===== config.mk =====
export PLATFORM = sky130hd
export DESIGN_NAME = hw_sema_bank
export DESIGN_NICKNAME = d
export VERILOG_FILES = /design/src/rtl/hw_sema_bank.sv
export SDC_FILE = /design/constraint.sdc
export NUM_CORES = 1
export LEC_CHECK = 0
export BUFFER_PORTS_ARGS = -buffer_cell sky130_fd_sc_hd__buf_2
export CAP_MARGIN = 10
export CORE_MARGIN = 1
export CORE_UTILIZATION = 35
export CTS_BUF_LIST = sky130_fd_sc_hd__clkbuf_4
export CTS_CLUSTER_DIAMETER = 120
export DETAILED_ROUTE_END_ITERATION = 10
export PLACE_DENSITY_LB_ADDON = 0.15
export SLEW_MARGIN = 10
export SYNTH_ARGS = -nofsm -noshare
export SYNTH_HDL_FRONTEND = slang
export SYNTH_SLANG_ARGS = --single-unit

===== constraint.sdc =====
create_clock -name clk -period 3 [get_ports clk]
set_input_delay 0.6 -clock clk [delete_from_list [all_inputs] [get_ports clk]]
set_output_delay 0.6 -clock clk [all_outputs]
set_load 0.01 [all_outputs]

===== src/rtl/hw_sema_bank.sv =====
module hw_sema_bank #(
  parameter int NG      = 16,
  parameter int NM      = 4,
  parameter int ALLCODE = 64,
  parameter int AW      = $clog2(NG + 2)
) (
  input  logic             clk,
  input  logic             rst_n,
  input  logic [NM-1:0]    bus_valid,
  input  logic [NM-1:0]    bus_write,
  input  logic [NM*AW-1:0] bus_addr,
  input  logic [NM*16-1:0] bus_wdata,
  output logic [NM*16-1:0] bus_rdata,
  output logic [NM-1:0]    irq
);
  localparam int MW = (NM > 1) ? $clog2(NM) : 1;
  localparam int GW = (NG > 1) ? $clog2(NG) : 1;
  localparam logic [7:0] PAT_A [2] = '{8'hE2, 8'h47};
  localparam logic [7:0] PAT_B [2] = '{8'h1D, 8'hB8};

  logic [7:0]      gate_q [NG];
  logic [7:0]      gate_d [NG];
  logic [NM-1:0]   note_q [NG];
  logic [NM-1:0]   note_d [NG];
  logic [1:0]      seq_arm, seq_fire;
  logic [1:0][7:0] seq_sel;

  always_comb begin
    logic taken;
    for (int g = 0; g < NG; g++) begin
      gate_d[g] = gate_q[g];
      note_d[g] = note_q[g];
      taken = 1'b0;
      for (int m = 0; m < NM; m++) begin
        if (bus_valid[m] && bus_write[m] && bus_addr[m*AW +: AW] == AW'(g)) begin
          if (bus_wdata[m*16 +: 8] == 8'(m + 1)) begin
            if (gate_q[g] == 8'h00 && !taken) begin
              gate_d[g]    = 8'(m + 1);
              taken        = 1'b1;
              note_d[g][m] = 1'b0;
            end else if (gate_q[g] != 8'(m + 1)) begin
              note_d[g][m] = 1'b1;
            end
          end else if (bus_wdata[m*16 +: 8] == 8'h00 && gate_q[g] == 8'(m + 1)) begin
            gate_d[g] = 8'h00;
          end
        end
      end
      if (seq_fire[0] && (int'(seq_sel[0]) >= ALLCODE || int'(seq_sel[0]) == g))
        gate_d[g] = 8'h00;
      if (seq_fire[1] && (int'(seq_sel[1]) >= ALLCODE || int'(seq_sel[1]) == g))
        note_d[g] = '0;
    end
  end

  always_ff @(posedge clk or negedge rst_n) begin
    if (!rst_n) begin
      for (int g = 0; g < NG; g++) begin
        gate_q[g] <= '0;
        note_q[g] <= '0;
      end
    end else begin
      for (int g = 0; g < NG; g++) begin
        gate_q[g] <= gate_d[g];
        note_q[g] <= note_d[g];
      end
    end
  end

  for (genvar k = 0; k < 2; k++) begin : g_seq
    logic          wv, arm_q;
    logic [MW-1:0] wm, own_q;
    logic [15:0]   wd;

    always_comb begin
      wv = 1'b0;
      wm = '0;
      wd = '0;
      for (int m = NM - 1; m >= 0; m--) begin
        if (bus_valid[m] && bus_write[m] && bus_addr[m*AW +: AW] == AW'(NG + k)) begin
          wv = 1'b1;
          wm = MW'(m);
          wd = bus_wdata[m*16 +: 16];
        end
      end
    end

    always_ff @(posedge clk or negedge rst_n) begin
      if (!rst_n) begin
        arm_q <= 1'b0;
        own_q <= '0;
      end else if (wv) begin
        arm_q <= !arm_q && wd[7:0] == PAT_A[k];
        if (!arm_q) own_q <= wm;
      end
    end

    assign seq_arm[k]  = arm_q;
    assign seq_fire[k] = wv && arm_q && wm == own_q && wd[7:0] == PAT_B[k];
    assign seq_sel[k]  = wd[15:8];
  end

  for (genvar m = 0; m < NM; m++) begin : g_rd
    logic [AW-1:0] a;
    logic [15:0]   rd_q;
    assign a = bus_addr[m*AW +: AW];

    always_ff @(posedge clk or negedge rst_n) begin
      if (!rst_n) rd_q <= '0;
      else if (bus_valid[m] && !bus_write[m]) begin
        if (a < AW'(NG))          rd_q <= {8'h00, gate_q[a[GW-1:0]]};
        else if (a == AW'(NG))     rd_q <= {10'h000, 1'b0, seq_arm[0], 4'h0};
        else if (a == AW'(NG + 1)) rd_q <= {10'h000, 1'b0, seq_arm[1], 4'h0};
        else                       rd_q <= '0;
      end else rd_q <= '0;
    end

    assign bus_rdata[m*16 +: 16] = rd_q;
  end

  always_comb begin
    irq = '0;
    for (int g = 0; g < NG; g++)
      for (int m = 0; m < NM; m++)
        if (note_q[g][m] && gate_q[g] == 8'h00) irq[m] = 1'b1;
  end
endmodule


Word-level counts from Yosys, hierarchy flattened
Cells that the tools add are included.
{"block": "op_classes", "order_cmp": 10, "eq_ne": 236, "mux": 804, "n_bitwise": 6, "reduce_logical": 666}
{"cell": "2-to-1 mux 8 bit", "n": 284}
{"cell": "2-to-1 mux 1 bit", "n": 472}
{"cell": "logical AND 1 bit", "n": 296}
{"cell": "== test 8 x 2 -> 1 bit, second input constant", "n": 36}
{"cell": "inequality test 8 x 2 -> 1 bit, second input constant", "n": 32}
{"cell": "nonzero test 2 bit", "n": 128}
{"cell": "2-to-1 mux 16 bit", "n": 12}
{"cell": "AND reduction 3 bit", "n": 64}
{"cell": "nonzero test 3 bit", "n": 64}
{"cell": "logical NOT 8 bit", "n": 22}
{"cell": "== test 8 x 3 -> 1 bit, second input constant", "n": 21}
{"cell": "== test 5 x 4 -> 1 bit, second input constant", "n": 32}
{"cell": "== test 8 x 1 -> 1 bit, second input constant", "n": 17}
{"cell": "== test 8 x 5 -> 1 bit, second input constant", "n": 17}
{"cell": "binary-select mux 8 bit (select 4 bit)", "n": 4}
{"cell": "inequality test 8 x 1 -> 1 bit, second input constant", "n": 16}
{"cell": "inequality test 8 x 3 -> 1 bit, second input constant", "n": 16}
{"cell": "== test 5 x 3 -> 1 bit, second input constant", "n": 16}
{"cell": "== test 8 x 4 -> 1 bit, second input constant", "n": 8}
{"cell": "2-to-1 mux 4 bit", "n": 16}
{"cell": "logical NOT 1 bit", "n": 54}
{"cell": "== test 5 x 2 -> 1 bit, second input constant", "n": 8}
{"cell": "== test 5 bit, second input constant", "n": 8}
{"cell": "2-to-1 mux 5 bit", "n": 8}
{"cell": "13 further kinds", "n": 71}
{"block": "word_totals", "register_bits": 262, "input_bits": 94, "output_inout_bits": 68, "word_cells": 1810}

Logic depth before layout (Yosys ltp)
{"block": "logic_depth", "ltp_word": 20, "depth_mapped": 12, "ltp_nobuf": 7}

Worst setup path before layout
Ideal clock, no wire load.
{"block": "synth_path", "path_type": "input -> register", "startpoint": "input bus_addr[18]", "endpoint": "register note_q[15] (netlist bit)", "setup_time_ns": 0.150, "t_arrival_ns": 2.913, "t_required_ns": 2.850, "setup_slack_ns": -0.063, "cell_stages": 9, "path_buffers": 2, "path_cell_list": "buf_6 > or4b_4 > a311oi_4 > a221oi_1 > o21ai_1 > nand4_1 > nor4_4 > buf_6 > a211oi_1"}
{"block": "synth_between", "elab_chain_len": 12, "word_cells_on_any_way": 30, "cone_classes": "1 x order compare; 5 x eq/ne; 13 x mux; 11 x reduce/logical"}
{"element": "from (decl)", "line_no": "11", "text": "input logic [NM*AW-1:0] bus_addr,"}
{"element": "branches (longest 12 deep; another with greater-or-equal comparator 8 x 7 -> 1 bit)"}
{"element": "to (signal, indexed assignment)", "line_no": "65", "text": "note_q[g] <= note_d[g];"}
{"element": "to (decl)", "line_no": "23", "text": "logic [NM-1:0] note_q [NG];"}
Parallel ways; which one is timed is not known.
A chain may end at the register's enable or synchronous reset.

Worst setup path after layout
{"block": "layout_path", "startpoint": "register gate_q[29] (netlist bit)", "endpoint": "output irq[1]"}
{"block": "layout_between", "elab_chain_len": 6}
{"element": "from (decl)", "line_no": "21", "text": "logic [7:0] gate_q [NG];"}
{"element": "from (signal, indexed assignment)", "line_no": "64", "text": "gate_q[g] <= gate_d[g];"}
{"element": "logical NOT 8 bit", "line_no": "125", "text": "if (note_q[g][m] && gate_q[g] == 8'h00) irq[m] = 1'b1;"}
{"element": "logical AND 1 bit", "line_no": "125"}
{"element": "2-to-1 mux 1 bit (4 in a row)", "line_no": "125"}
{"element": "to (decl)", "line_no": "14", "text": "output logic [NM-1:0] irq"}
No other way between the ends.

==> impl_metrics.toml <==
[route]
drt_iter0_markers = 2868
detail_route.wl_per_cell_um = 30.1
dr_total_vias = 19803
drt-pass1-iter-count = 8
count_of_nets_left_with_antenna_violations_after_detail_routing = 0
routed_wl_mm = 95.6
drt-vias-per-instance = 6.25
route.detailed.drc = 0

[timing]
slew_violations = 0
timing.max_slew.rel_slack_pct = 39.6
report.final.setup_viol = 4
setup_tns_ns = -2.66
hold-worst-slack_ns = 0.0611
rsz0062_at_grt = "yes"
maxClockFrequency_mhz = 267
period_share_pct = 125
tightest_slew_ns = 0.904
final-hold-violation-count = 0
worst_setup_margin_ns = -0.741
fin_worst_skew_ns = 0.0662
min_period_ns = 3.74

[die]
die_area_um2 = 51800
floorplan.die.width_um = 228
ios = 162
die_height_um = 228
fp-row-count = 82
core_area_um2 = 50200
initial_utilization_pct = 35.5

[clocking]
tritoncts = "done"
clkTransAtPathRegs_ns = 0.06
cts_made_buffers = 72
clock_path_buffers = 3
ctsHtreeMaxLevel = 3
cts.sink_count = 230
clk_root_buffer_cell = "sky130_fd_sc_hd__clkbuf_4"
clock_insertion_delay_worst_skew_ns = 0.87

[grt]
grt_overflow_total = 0
groute.usage.overall_pct = 37.7
grt_start_max_net_pins = 101
first_global_vias = 19319
grt_antenna_before_repair = 3
grt_first_pass_wirelength_mm = 137

[logic_synthesis]
number_of_synthesized_flops_with_an_enable_pin = 0
synth_sequential_area_ratio_pct = 32.3
synthesis.yosys.warnings = 0
postSynthRegisterBits = 230
postSynth.topFlopCell = "sky130_fd_sc_hd__dfrtp_1"
asyncSetResetFlopFracSynth_pct = 100
synthCells = 1792
synth_area_per_cell_um2 = 9.94
synthDistinctLibCells = 85
post_synthesis_cell_area_um2 = 17800

[power]
clock_power_share_pct = 43.3
power.leakage_nw = 10.8
share_of_total_power_consumed_by_net_switching_pct = 30.8
seq_power_share_pct = 42.5
power.switching_w = 0.00227
power.combinational.fraction_pct = 14.2
ir_worst_vdd_mv = 0.183
powerDensity_nw_per_um2 = 301
internal-power_w = 0.00512

[place]
numPlacedInstances = 3029
placement.cell_area_um2 = 23200
gp_congestion = 1.08
numPortBuffers = 129
dpl.hpwl_mm = 75.4

[setup_path]
crit_slowest_cell = "sky130_fd_sc_hd__or4_4"
maximum_single_stage_delay_on_the_critical_path_ns = 0.57
critical_path.reg2reg.startpoint = "gate_q[21]"
critPathArrivalTime_ns = 3.14
critical_path.cell_chain = "or4_4, nor4_4, buf_4, nor2b_4, buf_6, a22oi_1, and4_4, nand4_1, buf_2"
element_type_at_the_critical_path_end = "output port"
worst_ep_required_time_ns = 2.40
critical_path.startpoint_type = "register"
cp-startpoint = "gate_q[29]"
critical_path_class = "reg2out"
worst-path-max-fanout = 6

[finish]
areaGrowthSynthToFinish_pct = 37.9
final_cell_area_um2 = 24600
post_layout_nonfiller_instances = 3171
mostFrequentLayoutCell = "sky130_fd_sc_hd__buf_4"
finalCoreUtilization_pct = 49.0
num-fill-cells = 4822
numnets_final = 2543
most-common-layout-cells = "sky130_fd_sc_hd__buf_4, sky130_fd_sc_hd__dfrtp_1, sky130_fd_sc_hd__mux4_2"
post_route_cells_drive_above_1_share_pct = 44.0

[worst_hold_path]
min_from = "bus_valid[3]"
type_of_the_tightest_min_delay_check = "in2reg"

[job]
max_cap_viol_count = 0

[outcome]
status = "finished, violations left"
failing_checks = "setup timing"
-- cells in the mapped netlist (12+ instances only) --
library cell               instances  area share, %
sky130_fd_sc_hd__buf_2            15           0.42
sky130_fd_sc_hd__nor3_1           52            1.5
sky130_fd_sc_hd__mux2i_1          12           0.67
sky130_fd_sc_hd__a21boi_1         31            1.3
sky130_fd_sc_hd__clkbuf_1         75            1.6
sky130_fd_sc_hd__o31ai_1          13           0.55
sky130_fd_sc_hd__nand3_1          77            2.2
sky130_fd_sc_hd__a211oi_1         17           0.72
sky130_fd_sc_hd__nor4_1           49            1.7
sky130_fd_sc_hd__inv_1            16           0.34
sky130_fd_sc_hd__nand2b_1         14           0.49
sky130_fd_sc_hd__a21boi_0         51            2.1
sky130_fd_sc_hd__dfrtp_1         230             32
sky130_fd_sc_hd__nor2_1          102            2.1
sky130_fd_sc_hd__mux4_2          160             20
sky130_fd_sc_hd__o21a_1           22           0.93
sky130_fd_sc_hd__nand2_1         136            2.9
sky130_fd_sc_hd__nand4_1          29            1.0
sky130_fd_sc_hd__and3_1           12           0.42
sky130_fd_sc_hd__o21ai_0         106            3.0
sky130_fd_sc_hd__a21oi_1         121            3.4
sky130_fd_sc_hd__buf_4            39            1.6
sky130_fd_sc_hd__or4_1            28            1.2
sky130_fd_sc_hd__a31oi_1          25           0.88
sky130_fd_sc_hd__nor2b_1          46            1.6
sky130_fd_sc_hd__a221oi_1         20           0.98
sky130_fd_sc_hd__buf_1            27           0.57
sky130_fd_sc_hd__a22oi_1          19           0.80
sky130_fd_sc_hd__or3_1            16           0.56
-- layout make-up --
| class | instances | area (um2) | share of cell area, % |
|---|---|---|---|
| antenna | 2 | 5.00 | 0.0204 |
| clock buffer | 105 | 788 | 3.21 |
| clock inverter | 17 | 85.1 | 0.346 |
| inverter | 16 | 60.1 | 0.244 |
| multi-input combinational | 1412 | 11600 | 47.2 |
| sequential | 230 | 5760 | 23.4 |
| tap | 672 | 841 | 3.42 |
| timing repair buffer | 717 | 5440 | 22.1 |
-- state kept, by name (all words and copies together), names as in the netlist --
signal,cells
gate_q,128
g_rd.rd_q,32
g_seq.own_q,4
g_seq.arm_q,2
note_q,64
-- timing repair --
action,4_1_cts,5_1_grt
hold buffers,2,0
setup endpoints to repair,13,135
gates resized for setup,39,34
setup buffers,8,11
pin swaps,12,10
endpoints found under the hold margin,55,0
-- worst paths after layout --
check / to / slack (ns) / depth (start not counted)
worst max-delay path: irq[1] / -0.74 / 9
worst min-delay path: g_rd[3].rd_q[4] / 0.06 / 3
worst max register to register: gate_q[17] / 0.09 / 7
worst min register to register: g_seq[1].own_q[0] / 0.54 / 1
max in group asynchronous: note_q[13] / 1.77 / 3
min in group asynchronous: g_rd[3].rd_q[6] / 0.21 / 2
-- per-stage QoR --
| stage | total power (W) | setup WS [ns] |
|---|---|---|
| 5_1_grt | 0.00766 | -0.808 |
| 6_report | 0.00739 | -0.741 |
| 3_5_place_dp | 0.00422 | -0.557 |
| 2_1_floorplan | 0.00364 | 0.00845 |
| 3_3_place_gp | 0.00422 | -0.718 |
| 4_1_cts | 0.00744 | -0.797 |
-- critical path: cells and delay by family, from the launching register on --
kind	cells	cell delay, ns
AO/OA/AOI/OAI	1	0.12
buffers and inverters	3	0.47
flip-flops	1	0.40
AND/OR/NAND/NOR	5	1.27
-- kinds of logic (layout without fill, tap and decap cells) --
| logic type | count (synthesis) | in the layout | share of synthesized area, % |
|---|---|---|---|
| AO/OA/AOI/OAI | 551 | 551 | 21.2 |
| buffers and inverters | 181 | 855 | 5.12 |
| flip-flops | 230 | 230 | 32.3 |
| multiplexers | 175 | 175 | 21.1 |
| other | 1 | 34 | 0.0210 |
| AND/OR/NAND/NOR | 654 | 654 | 20.3 |
-- metal layers --
metal	track usage [%]	wire length, um	up-vias
met5	0	0	-
met4	18.1	5130	0
met3	11.9	10700	251
met2	55.2	40700	1314
met1	50.4	38900	9835
li1	-	-	8403
-- power groups by stage --
stage	Sequential (W)	Combinational, W	Clock [W]
floorplan	0.00319	0.000451	0
global placement	0.00320	0.00103	0
detailed placement	0.00320	0.00103	0
CTS	0.00314	0.00104	0.00327
global route	0.00314	0.00110	0.00342
finish	0.00314	0.00105	0.00320
No activity file was read; power rests on OpenSTA's default activity.
